## config.mk

```make
export PLATFORM = sky130hd
export DESIGN_NAME = i2c_reg_target
export DESIGN_NICKNAME = d
export VERILOG_FILES = /design/src/rtl/i2ct_pkg.sv /design/src/rtl/i2ct_sync.sv /design/src/rtl/i2ct_regfile.sv /design/src/rtl/i2ct_engine.sv /design/src/rtl/i2c_reg_target.sv
export SDC_FILE = /design/constraint.sdc
export NUM_CORES = 1
export LEC_CHECK = 0
export ABC_AREA = 1
export ABC_CLOCK_PERIOD_IN_PS = 2100
export BUFFER_PORTS_ARGS = -buffer_cell sky130_fd_sc_hd__buf_2
export CORE_MARGIN = 3
export CORE_UTILIZATION = 55
export CTS_BUF_LIST = sky130_fd_sc_hd__clkbuf_2 sky130_fd_sc_hd__clkbuf_4 sky130_fd_sc_hd__clkbuf_8
export CTS_CLUSTER_SIZE = 14
export DETAILED_ROUTE_END_ITERATION = 10
export PLACE_DENSITY = 0.71
export SYNTH_ARGS = -nofsm -noshare
export SYNTH_HDL_FRONTEND = slang
export SYNTH_HIERARCHICAL = 1
export SYNTH_SLANG_ARGS = --single-unit
export TNS_END_PERCENT = 100
```

## constraint.sdc

```tcl
create_clock -name clk -period 2.1 [get_ports clk]
set_input_delay 0.525 -clock clk [delete_from_list [all_inputs] [get_ports clk]]
set_output_delay 0.525 -clock clk [all_outputs]
set_load 0.02 [all_outputs]
```

## src/rtl/i2ct_pkg.sv

```systemverilog
package i2ct_pkg;

  typedef enum logic [2:0] {
    ST_IDLE,
    ST_ADDR,
    ST_PTR,
    ST_WDAT,
    ST_ACK,
    ST_RDAT,
    ST_RACK,
    ST_HOLD
  } tgt_state_e;

  typedef enum logic [1:0] {
    AK_ADDR_W,
    AK_ADDR_R,
    AK_PTR,
    AK_DATA
  } ack_kind_e;

endpackage

```

## src/rtl/i2ct_sync.sv

```systemverilog
module i2ct_sync #(
  parameter int STAGES = 2
) (
  input  logic clk,
  input  logic rst_n,
  input  logic scl_i,
  input  logic sda_i,
  output logic scl_lv,
  output logic sda_lv,
  output logic scl_rise,
  output logic scl_fall,
  output logic start_det,
  output logic stop_det
);
  localparam int NLINES = 2;

  logic [NLINES-1:0] raw;
  logic [NLINES-1:0] lvl;
  logic [NLINES-1:0] prev;

  assign raw = {sda_i, scl_i};

  for (genvar g = 0; g < NLINES; g++) begin : g_line
    logic [STAGES-1:0] chain;
    always_ff @(posedge clk or negedge rst_n) begin
      if (!rst_n) begin
        chain   <= '1;
        prev[g] <= 1'b1;
      end else begin
        chain   <= {chain[STAGES-2:0], raw[g]};
        prev[g] <= chain[STAGES-1];
      end
    end
    assign lvl[g] = chain[STAGES-1];
  end

  assign scl_lv    = lvl[0];
  assign sda_lv    = lvl[1];
  assign scl_rise  = lvl[0] & ~prev[0];
  assign scl_fall  = ~lvl[0] & prev[0];
  assign start_det = lvl[0] & prev[0] & prev[1] & ~lvl[1];
  assign stop_det  = lvl[0] & prev[0] & ~prev[1] & lvl[1];

endmodule

```

## src/rtl/i2ct_regfile.sv

```systemverilog
module i2ct_regfile #(
  parameter int DEPTH = 16,
  parameter int WIDTH = 8,
  localparam int AW = $clog2(DEPTH)
) (
  input  logic             clk,
  input  logic             rst_n,
  input  logic             we,
  input  logic [AW-1:0]    waddr,
  input  logic [WIDTH-1:0] wdata,
  input  logic [AW-1:0]    raddr,
  output logic [WIDTH-1:0] rdata
);
  logic [WIDTH-1:0] mem [DEPTH];

  for (genvar i = 0; i < DEPTH; i++) begin : g_reg
    always_ff @(posedge clk or negedge rst_n) begin
      if (!rst_n) mem[i] <= '0;
      else if (we && (int'(waddr) == i)) mem[i] <= wdata;
    end
  end

  assign rdata = mem[raddr];

endmodule

```

## src/rtl/i2ct_engine.sv

```systemverilog
module i2ct_engine
  import i2ct_pkg::*;
#(
  parameter logic [6:0] TARGET_ADDR = 7'h2A,
  parameter int DEPTH = 16,
  localparam int PW = $clog2(DEPTH)
) (
  input  logic          clk,
  input  logic          rst_n,
  input  logic          sda_lv,
  input  logic          scl_rise,
  input  logic          scl_fall,
  input  logic          start_det,
  input  logic          stop_det,
  input  logic [7:0]    rdata,
  output logic [PW-1:0] ptr,
  output logic          we,
  output logic [PW-1:0] waddr,
  output logic [7:0]    wdata,
  output logic          oe
);
  localparam logic [PW-1:0] LAST = PW'(DEPTH - 1);

  tgt_state_e st;
  ack_kind_e  kind;
  logic [3:0] cnt;
  logic [7:0] rx_sh;
  logic [7:0] tx_sh;
  logic       mack;

  function automatic logic [PW-1:0] bump(input logic [PW-1:0] p);
    return (p == LAST) ? '0 : p + 1'b1;
  endfunction

  always_ff @(posedge clk or negedge rst_n) begin
    if (!rst_n) begin
      st    <= ST_IDLE;
      kind  <= AK_DATA;
      cnt   <= '0;
      rx_sh <= '0;
      tx_sh <= '0;
      mack  <= 1'b0;
      ptr   <= '0;
      we    <= 1'b0;
      waddr <= '0;
      wdata <= '0;
      oe    <= 1'b0;
    end else begin
      we <= 1'b0;
      if (start_det) begin
        st  <= ST_ADDR;
        cnt <= '0;
        oe  <= 1'b0;
      end else if (stop_det) begin
        st  <= ST_IDLE;
        cnt <= '0;
        oe  <= 1'b0;
      end else begin
        unique case (st)
          ST_ADDR, ST_PTR, ST_WDAT: begin
            if (scl_rise && cnt < 4'd8) begin
              rx_sh <= {rx_sh[6:0], sda_lv};
              cnt   <= cnt + 1'b1;
            end else if (scl_fall && cnt == 4'd8) begin
              cnt <= '0;
              if (st == ST_ADDR) begin
                if (rx_sh[7:1] == TARGET_ADDR) begin
                  st   <= ST_ACK;
                  kind <= rx_sh[0] ? AK_ADDR_R : AK_ADDR_W;
                  oe   <= 1'b1;
                end else begin
                  st <= ST_HOLD;
                end
              end else if (st == ST_PTR) begin
                if (int'(rx_sh) < DEPTH) begin
                  ptr  <= rx_sh[PW-1:0];
                  st   <= ST_ACK;
                  kind <= AK_PTR;
                  oe   <= 1'b1;
                end else begin
                  st <= ST_HOLD;
                end
              end else begin
                we    <= 1'b1;
                waddr <= ptr;
                wdata <= rx_sh;
                ptr   <= bump(ptr);
                st    <= ST_ACK;
                kind  <= AK_DATA;
                oe    <= 1'b1;
              end
            end
          end
          ST_ACK: begin
            if (scl_fall) begin
              cnt <= '0;
              unique case (kind)
                AK_ADDR_W: begin
                  st <= ST_PTR;
                  oe <= 1'b0;
                end
                AK_ADDR_R: begin
                  st    <= ST_RDAT;
                  tx_sh <= rdata;
                  oe    <= ~rdata[7];
                end
                default: begin
                  st <= ST_WDAT;
                  oe <= 1'b0;
                end
              endcase
            end
          end
          ST_RDAT: begin
            if (scl_fall) begin
              if (cnt == 4'd7) begin
                cnt <= '0;
                oe  <= 1'b0;
                st  <= ST_RACK;
                ptr <= bump(ptr);
              end else begin
                tx_sh <= {tx_sh[6:0], 1'b0};
                oe    <= ~tx_sh[6];
                cnt   <= cnt + 1'b1;
              end
            end
          end
          ST_RACK: begin
            if (scl_rise) begin
              mack <= ~sda_lv;
            end else if (scl_fall) begin
              if (mack) begin
                st    <= ST_RDAT;
                tx_sh <= rdata;
                oe    <= ~rdata[7];
                cnt   <= '0;
              end else begin
                st <= ST_HOLD;
              end
            end
          end
          default: ;
        endcase
      end
    end
  end

  p_oe_after_fall_r9: assert property (@(posedge clk) disable iff (!rst_n)
    (oe != $past(oe)) |-> ($past(scl_fall) || $past(start_det) || $past(stop_det)));

  p_idle_release_r8: assert property (@(posedge clk) disable iff (!rst_n)
    (st == ST_IDLE) |-> !oe);

  p_hold_release_r3: assert property (@(posedge clk) disable iff (!rst_n)
    (st == ST_HOLD) |-> !oe);

  p_ack_after_byte_r2: assert property (@(posedge clk) disable iff (!rst_n)
    ($rose(oe) && st == ST_ACK) |-> ($past(cnt) == 4'd8));

  p_cnt_bound_r2: assert property (@(posedge clk) disable iff (!rst_n)
    cnt <= 4'd8);

endmodule

```

## src/rtl/i2c_reg_target.sv

```systemverilog
module i2c_reg_target #(
  parameter logic [6:0] TARGET_ADDR = 7'h2A,
  parameter int REG_COUNT = 16,
  parameter int SYNC_STAGES = 2
) (
  input  logic clk,
  input  logic rst_n,
  input  logic scl_i,
  input  logic sda_i,
  output logic sda_oe
);
  localparam int PW = $clog2(REG_COUNT);

  logic          scl_lv, sda_lv, scl_rise, scl_fall, start_det, stop_det;
  logic [PW-1:0] ptr, waddr;
  logic          we;
  logic [7:0]    wdata, rdata;

  i2ct_sync #(.STAGES(SYNC_STAGES)) u_sync (
    .clk(clk), .rst_n(rst_n), .scl_i(scl_i), .sda_i(sda_i),
    .scl_lv(scl_lv), .sda_lv(sda_lv), .scl_rise(scl_rise), .scl_fall(scl_fall),
    .start_det(start_det), .stop_det(stop_det)
  );

  i2ct_regfile #(.DEPTH(REG_COUNT), .WIDTH(8)) u_regs (
    .clk(clk), .rst_n(rst_n), .we(we), .waddr(waddr), .wdata(wdata),
    .raddr(ptr), .rdata(rdata)
  );

  i2ct_engine #(.TARGET_ADDR(TARGET_ADDR), .DEPTH(REG_COUNT)) u_eng (
    .clk(clk), .rst_n(rst_n), .sda_lv(sda_lv), .scl_rise(scl_rise),
    .scl_fall(scl_fall), .start_det(start_det), .stop_det(stop_det),
    .rdata(rdata), .ptr(ptr), .we(we), .waddr(waddr), .wdata(wdata), .oe(sda_oe)
  );

  p_quiet_on_high_r9: assert property (@(posedge clk) disable iff (!rst_n)
    (scl_lv && $past(scl_lv) && !start_det && !stop_det) |=> $stable(sda_oe));

endmodule

```

==> metrics.csv <==
metric;value;unit
synth.distinct_cells;31;
cp_common_cell;nand2_1;
gr-total-overflow;0;
antenna-diode-count;0;
powerDensity;1040;mW/mm^2
start_util;0.573;
pre_cts_ws;0.193;ns
cpMaxStageDelayCell;dfstp_2;
synth_xor_area_frac;0.00295;
core;0.0155;mm^2
grt_usage;0.246;
nets;1177;
hold_viol_final;0;
num_rows;45;
ys_ff_latch;177;
dp.cells;1357;
clk_latency;0.46;ns
slowest_delay;0.56;ns
dpl.hpwl;13400;um
synthMuxAreaShare;0;
area_growth;6.71;%
min_period;1.91;ns
synth_edf_count;0;
grt_pass1_wl;35000;um
io_buffers;4;
startpoint_type;flip-flop;
grt_setup_unrepaired;false;
synth.net_count;1187;
period_share;0.909;
syn_area_per_cell;7.54;um^2
cts.repair.resized;0;
clk_root_buffer_cell;clkbuf_8;
synthFlopType;dfrtp_1;
yosysSeqAreaShare;0.499;
grt_pass1_vias;6742;
ir_drop;0.000477;V
setup_viol;0;
slew_headroom;0.527;
ioPinCount;5;
ys_warn_count;6;
grt_max_degree;52;
synth_top_family_by_area;simple AND/OR/NAND/NOR gates;
drcViolationCount;0;
layout-drive-gt1-share;0.0778;
hold_path.class;in -> reg;
tightestPinTransition;0.709;ns
postRouteAntennaNets;0;
cts_tree;yes;
die_y;133;um
hp-start;scl_i;
synth_compound_area_frac;0.0990;
final_area;0.00950;mm^2
finalWirelength;21000;um
htree_levels;4;
finalWorstSetupSlack;0.190;ns
timing.critical_path.cells;nand2_1, nor2_1, nor2_4, buf_4, buf_4, nand2_1, nand3_1, nor2_2, nand3_1, nand2_1;
crit_required;2.50;ns
fmax;0.524;GHz
antenna_found_initial;0;
chipWidth;133;um
vias;7308;
synthArstFlopShare;1.00;
path_max_fanout;8;
synthSimpleGateAreaFrac;0.292;
maxCapViolations;0;
clockBufferDepth;2;
clock_sinks;177;
first_pass_iters;7;
wl_per_cell;15.1;um
gp_congestion;0.904;
status;complete, no violations;
design.die.area;0.0177;mm^2
slew_viol_final;0;
num-fill-cells;1482;
fin_skew;0.0136;ns
rr_startpoint;u_sync/g_line[0].chain[1]$_DFF_PN1_;
synthesis.area;0.00890;mm^2
finalNonFillerCells;1394;
cp-end-kind;flip-flop;
crit_buf_inv;2;
placed_area;0.00904;mm^2
arrival;2.31;ns
startpoint;u_sync/g_line[0].chain[1]$_DFF_PN1_;
critical_path_class;reg -> reg;
cts_buffers;17;
viasPerCell;5.24;
p_leak;4.54;nW
clkTransAtPathRegs;0.09;ns
power.total;0.00985;W
synth_cells;1180;
synthAdderAreaFrac;0.00422;
setup_tns;0;ns
drt-initial-drc-count;644;
path_delay_family;simple AND/OR/NAND/NOR gates;
[metrics by stage]
stage                     hold slack (ns)  utilization
final                               0.156        0.611
after floorplan                     0.229            -
after global routing                0.117        0.611
after detailed placement            0.351        0.582
after CTS                           0.130        0.608
after global placement              0.347        0.582
[repair_timing]
item                                    in CTS  in global routing
endpoints found under the hold margin       34                  0
hold buffers                                 1                  0
setup buffers                                0                  4
endpoints found under the setup margin       0                  2
[worst paths after layout]
| kind | to | slack [ns] | cells past startpoint |
|---|---|---|---|
| min | u_sync/g_line[0].chain[0]$_DFF_PN1_ | 0.16 | 1 |
| max | u_eng/st[1]$_DFFE_PN0P_ | 0.19 | 10 |
| min in group asynchronous | u_regs/mem[48]$_DFFE_PN0P_ | 0.56 | 2 |
| max reg2reg | u_eng/st[1]$_DFFE_PN0P_ | 0.19 | 10 |
| min reg2reg | u_sync/g_line[1].chain[1]$_DFF_PN1_ | 0.36 | 0 |
| max in group asynchronous | u_eng/kind[0]$_DFFE_PN1P_ | 0.89 | 3 |
[logic make-up after synthesis]
| group | Yosys count |
|---|---|
| AOI/OAI and AO/OA | 173 |
| xor gates and xnor gates | 3 |
| adders and majority gates | 3 |
| and+or+nand+nor | 615 |
| DFF | 177 |
| buffers and inverters | 209 |
[report_power, final]
part,total [W],internal (W),switching [W]
logic,0.00368,0.00115,0.00253
registers,0.00380,0.00361,0.000184
clock network,0.00238,0.00111,0.00127
total,0.00985,0.00587,0.00398
[Yosys cell counts, drive strengths merged (2+ instances only)]
master / n / area (um^2)
nand2: 439 / 1660
dfrtp: 169 / 4230
o21ai: 164 / 825
inv: 154 / 578
nand3: 131 / 676
nor2: 34 / 160
buf: 32 / 253
clkbuf: 23 / 86.3
dfstp: 8 / 210
nor3: 6 / 50.1
a21oi: 4 / 20.0
ha: 3 / 37.5
nand4: 3 / 18.8
xor2: 3 / 26.3
a22oi: 2 / 15.0
nand3b: 2 / 31.3
[layout make-up]
cell class	instances	area [um^2]	share of cell area
flip-flops and latches	177	4440	0.468
multi-input cells	794	3540	0.373
inverters	154	578	0.0609
clock buffers	22	303	0.0319
repair buffers	26	269	0.0283
well taps	211	264	0.0278
clock inverters	10	98.8	0.0104
[placed cells by master, fill, tap and decap left out, types with 2 or more instances in the layout]
| master | Yosys | final |
|---|---|---|
| dfrtp_1 | 169 | 168 |
| a22oi_1 | 2 | 2 |
| buf_4 | 0 | 15 |
| nor3_1 | 2 | 2 |
| nand3_2 | 4 | 4 |
| buf_12 | 0 | 6 |
| clkinv_2 | 0 | 2 |
| o21ai_0 | 135 | 135 |
| nand4_1 | 3 | 3 |
| nor2_1 | 27 | 27 |
| inv_1 | 150 | 150 |
| nor3_2 | 4 | 4 |
| nor2_2 | 4 | 4 |
| ha_1 | 3 | 3 |
| a21oi_1 | 4 | 4 |
| nor2_4 | 3 | 3 |
| clkinv_4 | 0 | 3 |
| o21ai_1 | 28 | 28 |
| xor2_1 | 3 | 3 |
| nand2_2 | 3 | 3 |
| nand3_1 | 127 | 127 |
| clkbuf_8 | 0 | 22 |
| dfstp_2 | 8 | 8 |
| nand2_1 | 435 | 435 |
| buf_2 | 16 | 3 |
| inv_2 | 4 | 4 |
| inv_6 | 0 | 2 |
| clkinvlp_4 | 0 | 2 |
[state kept, by name, summed over array words and instances, names as in the netlist, 2 cells and up]
register             count
u_eng/st                 3
u_eng/rx_sh              8
u_sync/prev              2
u_eng/wdata              8
u_eng/ptr                4
u_eng/kind               2
u_eng/cnt                4
u_eng/tx_sh              7
u_eng/waddr              4
u_sync/g_line.chain      4
u_regs/mem             128
[metal layers]
| metal | GRT usage | part of all wire | vias to the layer above |
|---|---|---|---|
| met5 | 0 | 0 | - |
| met2 | 0.385 | 0.46 | 154 |
| met3 | 0.0446 | 0.047 | 28 |
| met1 | 0.357 | 0.48 | 3444 |
| met4 | 0.0657 | 0.018 | 0 |
| li1 | - | - | 3682 |
(Power assumes the default switching activity.)
